==> src/rtl/chg_cfg_pkg.sv <==
package chg_cfg_pkg;

    localparam int unsigned ICHG_BASE_MA = 500;
    localparam int unsigned ICHG_STEP_MA = 50;
    localparam logic [3:0]  ICHG_CODE_MAX = 4'd9;
    localparam logic [7:0]  IDX_MAIN = 8'h00;
    localparam logic [7:0]  IDX_AUX  = 8'h01;

    typedef enum logic [3:0] {
        ST_IDLE,
        ST_DEV,
        ST_ACK_DEV,
        ST_IDX,
        ST_ACK_IDX,
        ST_WR,
        ST_ACK_WR,
        ST_RD,
        ST_RD_ACK
    } tgt_state_e;

    typedef struct packed {
        logic       nimh;
        logic       vreg_hi;
        logic [3:0] ichg_code;
        logic [1:0] eoc_sel;
    } chg_cfg_t;

    localparam chg_cfg_t CFG_DEFAULT = '{nimh: 1'b0, vreg_hi: 1'b0,
                                         ichg_code: 4'd0, eoc_sel: 2'b01};

    function automatic logic [9:0] ichg_ma_f(input logic [3:0] code);
        logic [3:0] c;
        c = (code > ICHG_CODE_MAX) ? ICHG_CODE_MAX : code;
        return 10'(ICHG_BASE_MA + ICHG_STEP_MA * int'(c));
    endfunction

    function automatic logic [9:0] eoc_ma_f(input logic [9:0] ma, input logic [1:0] sel);
        logic [11:0] prod;
        logic [2:0]  twentieths;
        case (sel)
            2'd2:    twentieths = 3'd3;
            2'd3:    twentieths = 3'd4;
            default: twentieths = 3'd2;
        endcase
        prod = 12'(ma) * 12'(twentieths);
        return 10'(prod / 12'd20);
    endfunction

endpackage

==> src/rtl/i2c_pin_sync.sv <==
module i2c_pin_sync #(
    parameter int unsigned STAGES = 2
) (
    input  logic clk,
    input  logic rst,
    input  logic scl_in,
    input  logic sda_in,
    output logic scl,
    output logic sda,
    output logic scl_rise,
    output logic scl_fall,
    output logic start_det,
    output logic stop_det
);
    logic [STAGES-1:0] scl_pipe;
    logic [STAGES-1:0] sda_pipe;
    logic              scl_q;
    logic              sda_q;

    generate
        if (STAGES == 1) begin : g_one
            always_ff @(posedge clk) begin
                if (rst) begin
                    scl_pipe <= '1;
                    sda_pipe <= '1;
                end else begin
                    scl_pipe <= scl_in;
                    sda_pipe <= sda_in;
                end
            end
        end else begin : g_many
            always_ff @(posedge clk) begin
                if (rst) begin
                    scl_pipe <= '1;
                    sda_pipe <= '1;
                end else begin
                    scl_pipe <= {scl_pipe[STAGES-2:0], scl_in};
                    sda_pipe <= {sda_pipe[STAGES-2:0], sda_in};
                end
            end
        end
    endgenerate

    always_ff @(posedge clk) begin
        if (rst) begin
            scl_q <= 1'b1;
            sda_q <= 1'b1;
        end else begin
            scl_q <= scl_pipe[STAGES-1];
            sda_q <= sda_pipe[STAGES-1];
        end
    end

    assign scl       = scl_pipe[STAGES-1];
    assign sda       = sda_pipe[STAGES-1];
    assign scl_rise  = scl & ~scl_q;
    assign scl_fall  = ~scl & scl_q;
    assign start_det = scl & scl_q & sda_q & ~sda;
    assign stop_det  = scl & scl_q & ~sda_q & sda;

endmodule

==> src/rtl/i2c_tgt_engine.sv <==
module i2c_tgt_engine
    import chg_cfg_pkg::*;
#(
    parameter logic [6:0] DEV_ADDR = 7'h45,
    parameter int unsigned BYTE_BITS = 8
) (
    input  logic                 clk,
    input  logic                 rst,
    input  logic                 sda,
    input  logic                 scl_rise,
    input  logic                 scl_fall,
    input  logic                 start_det,
    input  logic                 stop_det,
    input  logic [BYTE_BITS-1:0] rd_byte,
    output logic                 sda_low,
    output logic [BYTE_BITS-1:0] idx,
    output logic                 wr_en,
    output logic [BYTE_BITS-1:0] wr_byte
);
    localparam int unsigned CW = $clog2(BYTE_BITS + 1);
    localparam logic [CW-1:0] FULL = CW'(BYTE_BITS);
    localparam logic [CW-1:0] LAST = CW'(BYTE_BITS - 1);

    tgt_state_e           state;
    logic [CW-1:0]        bit_cnt;
    logic [BYTE_BITS-1:0] shreg;
    logic [BYTE_BITS-1:0] tx;
    logic                 rw;
    logic                 host_ack;

    always_ff @(posedge clk) begin
        wr_en <= 1'b0;
        if (rst) begin
            state    <= ST_IDLE;
            bit_cnt  <= '0;
            shreg    <= '0;
            tx       <= '0;
            rw       <= 1'b0;
            idx      <= '0;
            sda_low  <= 1'b0;
            host_ack <= 1'b0;
            wr_byte  <= '0;
        end else if (start_det) begin
            state   <= ST_DEV;
            bit_cnt <= '0;
            sda_low <= 1'b0;
        end else if (stop_det) begin
            state   <= ST_IDLE;
            sda_low <= 1'b0;
        end else begin
            case (state)
                ST_DEV, ST_IDX, ST_WR: begin
                    if (scl_rise && bit_cnt != FULL) begin
                        shreg   <= {shreg[BYTE_BITS-2:0], sda};
                        bit_cnt <= bit_cnt + 1'b1;
                    end else if (scl_fall && bit_cnt == FULL) begin
                        bit_cnt <= '0;
                        if (state == ST_DEV) begin
                            if (shreg[BYTE_BITS-1:1] == DEV_ADDR) begin
                                rw      <= shreg[0];
                                sda_low <= 1'b1;
                                state   <= ST_ACK_DEV;
                            end else begin
                                state <= ST_IDLE;
                            end
                        end else if (state == ST_IDX) begin
                            idx     <= shreg;
                            sda_low <= 1'b1;
                            state   <= ST_ACK_IDX;
                        end else begin
                            wr_en   <= 1'b1;
                            wr_byte <= shreg;
                            sda_low <= 1'b1;
                            state   <= ST_ACK_WR;
                        end
                    end
                end
                ST_ACK_DEV: begin
                    if (scl_fall) begin
                        bit_cnt <= '0;
                        if (rw) begin
                            tx      <= rd_byte;
                            sda_low <= ~rd_byte[BYTE_BITS-1];
                            state   <= ST_RD;
                        end else begin
                            sda_low <= 1'b0;
                            state   <= ST_IDX;
                        end
                    end
                end
                ST_ACK_IDX, ST_ACK_WR: begin
                    if (scl_fall) begin
                        bit_cnt <= '0;
                        sda_low <= 1'b0;
                        state   <= ST_WR;
                    end
                end
                ST_RD: begin
                    if (scl_fall) begin
                        if (bit_cnt == LAST) begin
                            sda_low  <= 1'b0;
                            host_ack <= 1'b0;
                            state    <= ST_RD_ACK;
                        end else begin
                            bit_cnt <= bit_cnt + 1'b1;
                            tx      <= {tx[BYTE_BITS-2:0], 1'b0};
                            sda_low <= ~tx[BYTE_BITS-2];
                        end
                    end
                end
                ST_RD_ACK: begin
                    if (scl_rise) begin
                        host_ack <= ~sda;
                    end else if (scl_fall) begin
                        bit_cnt <= '0;
                        if (host_ack) begin
                            tx      <= rd_byte;
                            sda_low <= ~rd_byte[BYTE_BITS-1];
                            state   <= ST_RD;
                        end else begin
                            state <= ST_IDLE;
                        end
                    end
                end
                default: begin
                    sda_low <= 1'b0;
                end
            endcase
        end
    end

    // a foreign address never earns an acknowledge
    assert_no_ack_foreign_R1: assert property (@(posedge clk) disable iff (rst)
        (state == ST_DEV && scl_fall && bit_cnt == FULL && !start_det && !stop_det &&
         shreg[BYTE_BITS-1:1] != DEV_ADDR) |=> !sda_low);

    // SDA is only pulled in acknowledge or read-data phases
    assert_drive_phase_R3: assert property (@(posedge clk) disable iff (rst)
        sda_low |-> (state inside {ST_ACK_DEV, ST_ACK_IDX, ST_ACK_WR, ST_RD}));

    // a stored byte is always acknowledged
    assert_write_acked_R2: assert property (@(posedge clk) disable iff (rst)
        wr_en |-> (state == ST_ACK_WR && sda_low));

endmodule

==> src/rtl/chg_cfg_regs.sv <==
module chg_cfg_regs
    import chg_cfg_pkg::*;
#(
    parameter int unsigned BYTE_BITS = 8
) (
    input  logic                 clk,
    input  logic                 rst,
    input  logic                 supply_ok,
    input  logic                 wr_en,
    input  logic [BYTE_BITS-1:0] wr_byte,
    input  logic [BYTE_BITS-1:0] idx,
    input  logic                 stat_done,
    input  logic                 stat_charging,
    output logic [BYTE_BITS-1:0] rd_byte,
    output chg_cfg_t             cfg
);
    chg_cfg_t cfg_q;

    always_ff @(posedge clk) begin
        if (rst || !supply_ok) begin
            cfg_q <= CFG_DEFAULT;
        end else if (wr_en) begin
            if (idx == IDX_MAIN) begin
                cfg_q.nimh      <= wr_byte[7];
                cfg_q.vreg_hi   <= wr_byte[6];
                cfg_q.ichg_code <= wr_byte[3:0];
            end else if (idx == IDX_AUX) begin
                cfg_q.eoc_sel <= wr_byte[1:0];
            end
        end
    end

    always_comb begin
        rd_byte = '0;
        if (idx == IDX_MAIN) begin
            rd_byte[7]   = cfg_q.nimh;
            rd_byte[6]   = cfg_q.vreg_hi;
            rd_byte[3:0] = cfg_q.ichg_code;
        end else if (idx == IDX_AUX) begin
            rd_byte[3]   = stat_done;
            rd_byte[2]   = stat_charging;
            rd_byte[1:0] = cfg_q.eoc_sel;
        end
    end

    assign cfg = cfg_q;

    // a low supply leaves only default contents
    assert_supply_reload_R7: assert property (@(posedge clk) disable iff (rst)
        !supply_ok |=> (cfg_q == CFG_DEFAULT));

    // writes to an unmapped index change nothing
    assert_unmapped_write_R10: assert property (@(posedge clk) disable iff (rst)
        (wr_en && idx > IDX_AUX && supply_ok) |=> $stable(cfg_q));

    // writing the second register never touches the first one's fields
    assert_aux_write_scope_R5: assert property (@(posedge clk) disable iff (rst)
        (wr_en && idx == IDX_AUX && supply_ok) |=>
        (cfg_q.nimh == $past(cfg_q.nimh) && cfg_q.vreg_hi == $past(cfg_q.vreg_hi) &&
         cfg_q.ichg_code == $past(cfg_q.ichg_code)));

endmodule

==> src/rtl/chg_cfg_i2c_target.sv <==
module chg_cfg_i2c_target
    import chg_cfg_pkg::*;
#(
    parameter logic [6:0]  DEV_ADDR    = 7'h45,
    parameter int unsigned SYNC_STAGES = 2
) (
    input  logic       clk,
    input  logic       rst,
    input  logic       supply_ok,
    input  logic       scl_in,
    input  logic       sda_in,
    output logic       sda_drive_low,
    input  logic       stat_done,
    input  logic       stat_charging,
    output logic       cfg_nimh,
    output logic       cfg_vreg_hi,
    output logic [3:0] cfg_ichg_code,
    output logic [9:0] cfg_ichg_ma,
    output logic [1:0] cfg_eoc_sel,
    output logic [9:0] cfg_eoc_ma
);
    localparam int unsigned BYTE_BITS = 8;

    logic                 scl_s, sda_s, scl_rise, scl_fall, start_det, stop_det;
    logic [BYTE_BITS-1:0] rd_byte, idx, wr_byte;
    logic                 wr_en;
    chg_cfg_t             cfg;

    i2c_pin_sync #(.STAGES(SYNC_STAGES)) u_sync (
        .clk       (clk),
        .rst       (rst),
        .scl_in    (scl_in),
        .sda_in    (sda_in),
        .scl       (scl_s),
        .sda       (sda_s),
        .scl_rise  (scl_rise),
        .scl_fall  (scl_fall),
        .start_det (start_det),
        .stop_det  (stop_det)
    );

    i2c_tgt_engine #(.DEV_ADDR(DEV_ADDR), .BYTE_BITS(BYTE_BITS)) u_engine (
        .clk       (clk),
        .rst       (rst),
        .sda       (sda_s),
        .scl_rise  (scl_rise),
        .scl_fall  (scl_fall),
        .start_det (start_det),
        .stop_det  (stop_det),
        .rd_byte   (rd_byte),
        .sda_low   (sda_drive_low),
        .idx       (idx),
        .wr_en     (wr_en),
        .wr_byte   (wr_byte)
    );

    chg_cfg_regs #(.BYTE_BITS(BYTE_BITS)) u_regs (
        .clk           (clk),
        .rst           (rst),
        .supply_ok     (supply_ok),
        .wr_en         (wr_en),
        .wr_byte       (wr_byte),
        .idx           (idx),
        .stat_done     (stat_done),
        .stat_charging (stat_charging),
        .rd_byte       (rd_byte),
        .cfg           (cfg)
    );

    assign cfg_nimh      = cfg.nimh;
    assign cfg_vreg_hi   = cfg.vreg_hi;
    assign cfg_ichg_code = cfg.ichg_code;
    assign cfg_eoc_sel   = cfg.eoc_sel;
    assign cfg_ichg_ma   = ichg_ma_f(cfg.ichg_code);
    assign cfg_eoc_ma    = eoc_ma_f(cfg_ichg_ma, cfg.eoc_sel);

    // out-of-range codes saturate at the top current
    assert_ichg_clamp_R8: assert property (@(posedge clk) disable iff (rst)
        (cfg_ichg_code > 4'd9) |-> (cfg_ichg_ma == 10'd950));

    // the end-of-charge current never exceeds a fifth of the charge current
    assert_eoc_bound_R9: assert property (@(posedge clk) disable iff (rst)
        (12'(cfg_eoc_ma) * 12'd5) <= 12'(cfg_ichg_ma));

endmodule

==> config.mk <==
export PLATFORM = sky130hd
export DESIGN_NAME = chg_cfg_i2c_target
export DESIGN_NICKNAME = d
export VERILOG_FILES = /design/src/rtl/chg_cfg_pkg.sv /design/src/rtl/i2c_pin_sync.sv /design/src/rtl/i2c_tgt_engine.sv /design/src/rtl/chg_cfg_regs.sv /design/src/rtl/chg_cfg_i2c_target.sv
export SDC_FILE = /design/constraint.sdc
export NUM_CORES = 1
export LEC_CHECK = 0
export BUFFER_PORTS_ARGS = -buffer_cell sky130_fd_sc_hd__clkbuf_2
export CAP_MARGIN = 20
export CORE_ASPECT_RATIO = 0.9
export CORE_MARGIN = 2
export CORE_UTILIZATION = 35
export DETAILED_ROUTE_END_ITERATION = 8
export PLACE_DENSITY = 0.63
export RECOVER_POWER = 50
export REMOVE_ABC_BUFFERS = 1
export SLEW_MARGIN = 10
export SYNTH_ARGS = -nofsm -noshare
export SYNTH_HDL_FRONTEND = slang
export SYNTH_SLANG_ARGS = --single-unit
==> constraint.sdc <==
create_clock -name clk -period 12.5 [get_ports clk]
set_clock_uncertainty 0.15 [all_clocks]
set_input_delay 3.125 -clock clk [delete_from_list [all_inputs] [get_ports clk]]
set_output_delay 3.125 -clock clk [all_outputs]
set_load 0.02 [all_outputs]
==> flow_metrics.py <==
metrics = {
    "power_and_ir_drop": {
        "intPower_mw": 0.3038,
        "irDropWorstVdd_v": 0.00009036,
        "clockPowerShare_pct": 45.2,
        "p_leak_nw": 2.230,
        "p_per_area_mw_per_mm2": 70.99,
        "p_comb_share_pct": 7.2,
        "power.switching_mw": 0.08111,
        "power_switching_share_pct": 21.07,
        "total_power_mw": 0.3849,
        "seqPwrFrac_pct": 47.6,
    },
    "cells_and_area": {
        "fin_area_mm2": 0.005421,
        "fill_cells": 1448,
        "antenna_cells_inserted": 0,
        "drive_above_1_share_pct": 11.62,
        "nNetsFinal": 702,
        "area_growth_pct": 8.190,
    },
    "logic_synthesis": {
        "yosys.area_share.xor_xnor_pct": 4.295,
        "ys_ff_latch": 55,
        "synth_top_family_by_area": "simple AND/OR/NAND/NOR gates",
        "synth_common_cells": "nor2_1, nand2_1, dfxtp_1",
        "synthArstFlopShare_pct": 0,
        "syn_area_mm2": 0.005011,
        "synthMostInstantiatedCell": "nor2_1",
        "synth_mux_area_share_pct": 6.392,
        "yosysSeqAreaShare_pct": 21.97,
        "synth_area_leader_cell": "dfxtp_1",
        "synthAdderAreaFrac_pct": 7.640,
        "synth_warnings": 0,
        "post_synth_num_cell_types": 84,
        "postSynthCellCount": 672,
        "synth_compound_area_share_pct": 24.07,
        "synthTopCellsByArea": "dfxtp_1, mux2i_1, nor2_1",
        "yosys.area_share.simple_pct": 29.76,
        "syn_area_per_cell_um2": 7.457,
        "synth_edf_count": 0,
        "ys.flop_type": "dfxtp_1",
        "synth_top_area_share_pct": 21.97,
    },
    "cts": {
        "path_clk_slew_ns": 0.06,
        "cts_root_buf": "clkbuf_16",
        "cts_buffer_depth": 2,
        "cts_setup_buffers": 0,
        "cts.sinks": 55,
        "h-tree-depth": 2,
        "hold_buffers": 0,
        "ctsResizeCount": 0,
        "insertion_delay_ns": 0.28,
        "cts_inserted_buffers": 5,
        "cts_tree": "done",
    },
    "detailed_routing": {
        "via_per_inst": 5.488,
        "antenna_left": 0,
        "wl_per_cell_um": 13.91,
        "drt_wl_total_um": 12020,
        "initialDrtViolationCount": 383,
        "vias": 4742,
        "drt-pass1-iter-count": 6,
        "drc": 0,
    },
    "setup_path": {
        "worst_path_max_delay_cell": "o41ai_4",
        "crit_path_max_fanout": 17,
        "path_delay_family": "compound AO/OA/AOI/OAI gates",
        "worst_setup_path_start_kind": "register",
        "arrival_ns": 8.18,
        "endpoint_kind": "output port",
        "path_buf_inv": 4,
        "cp_data_required_time_ns": 9.22,
        "crit_type": "register to output port",
        "max_stage_delay_ns": 0.74,
        "reg2reg_slack_ns": 9.64,
    },
    "sta": {
        "slew_headroom_pct": -15.01,
        "slew_violations": 43,
        "rsz0062_at_grt": "false",
        "worst_pin_slew_ns": 1.725,
        "finalSetupTns_ns": 0,
        "period_share_pct": 91.64,
        "hold_violations": 0,
        "holdWs_ns": 0.2595,
        "max_freq_ghz": 0.08730,
        "finalSetupViolCount": 0,
        "layout_min_cycle_time_ns": 11.46,
    },
    "place": {
        "hpwlAfterDp_um": 9040,
        "gp_congestion": 0.8280,
        "portBuffers": 32,
        "dpl_cell_area_mm2": 0.005235,
    },
    "hold_path": {
        "hold_class": "register to register",
    },
    "run": {
        "cap_violations": 1,
    },
    "grt": {
        "grt_pass1_wl_um": 20140,
        "grt_max_degree": 43,
        "antenna_found_initial": 0,
        "globalRouteOverflowTotal": 0,
        "grt.total_usage_pct": 15.45,
        "grt_pass1_vias": 4161,
    },
    "floorplanning": {
        "die_x_um": 130.1,
        "ios": 36,
        "dieHeight_um": 117.5,
        "rows": 41,
        "fp.coreArea_mm2": 0.01400,
        "dieArea_mm2": 0.01529,
        "start_util_pct": 35.78,
    },
    "status": {
        "status": "complete, but fails checks",
        "violations": "max-capacitance violations, max-slew violations",
    },
}
## power groups by stage
stage          sequential (mW)  combinational (mW)  clock [mW]
2_1_floorplan            0.186              0.0202           0
4_1_cts                  0.183              0.0280       0.177
3_3_place_gp             0.187              0.0279           0
3_5_place_dp             0.187              0.0278           0
6_report                 0.183              0.0277       0.174
5_1_grt                  0.184              0.0313       0.186
## cells by family after synthesis
group / Yosys count
DFF: 55
adders and majority gates: 26
muxes: 32
other: 1
xor gates and xnor gates: 23
AOI/OAI and AO/OA: 170
and+or+nand+nor: 296
buffers and inverters: 69
## sequential cells by signal, summed over array words and instances (netlist names), 2 cells and up
name              cells
u_engine.wr_byte      6
u_sync.scl_pipe       2
u_engine.shreg        8
u_engine.state        4
u_engine.bit_cnt      4
u_regs.cfg            8
u_engine.tx           7
u_sync.sda_pipe       2
u_engine.idx          8
## cell type report
cell class                      count  area [um^2]  share of cell area [%]
Inverter                           24        90.09                   1.662
Tap cell                          193        241.5                   4.454
Multi-Input combinational cell    550         3627                   66.91
Sequential cell                    55         1101                   20.31
Clock inverter                      2        60.06                   1.108
Clock buffer                        6        128.9                   2.377
Timing Repair Buffer               34        172.7                   3.185
## final timing paths
path / start / end / depth (start not counted)
worst max-delay path: u_regs.cfg[5] / cfg_eoc_ma[0] / 26
worst min-delay path: u_sync.scl_pipe[0] / u_sync.scl_pipe[1] / 1
worst max register to register: u_engine.state[1] / u_engine.tx[0] / 7
worst min register to register: u_sync.scl_pipe[0] / u_sync.scl_pipe[1] / 1
## layer usage
layer | GRT usage (%) | up-vias | wire [um]
met4 | 2.016 | 0 | 42
met5 | 0 | - | 0
li1 | - | 2429 | -
met2 | 23.46 | 93 | 5323
met3 | 2.091 | 4 | 457
met1 | 23.74 | 2216 | 6198
## layout by cell type (no fill, tap or decap), types with 9 or more instances in the layout
master and count:
mux2i_1 32, nand3_1 21, a21oi_1 40, and2_1 11
a211oi_1 9, a31oi_1 11, inv_1 24, xor2_1 11
xnor2_1 11, nand2_1 71, nand2b_1 9, ha_1 17
nor3_1 24, or2_2 17, nor4_1 10, o21ai_0 32
clkbuf_2 30, nor2_1 81, dfxtp_1 55
## stage by stage
stage / setup WS, ns / utilization (%) / cells
after floorplan: 1.473 / - / 629
after global placement: 1.730 / 37.38 / 856
after detailed placement: 1.507 / 37.38 / 856
after CTS: 1.157 / 38.73 / 864
after global routing: 0.4248 / 38.71 / 864
final: 1.045 / 38.71 / 864
Note: power is estimated with default switching activity, not from simulation.
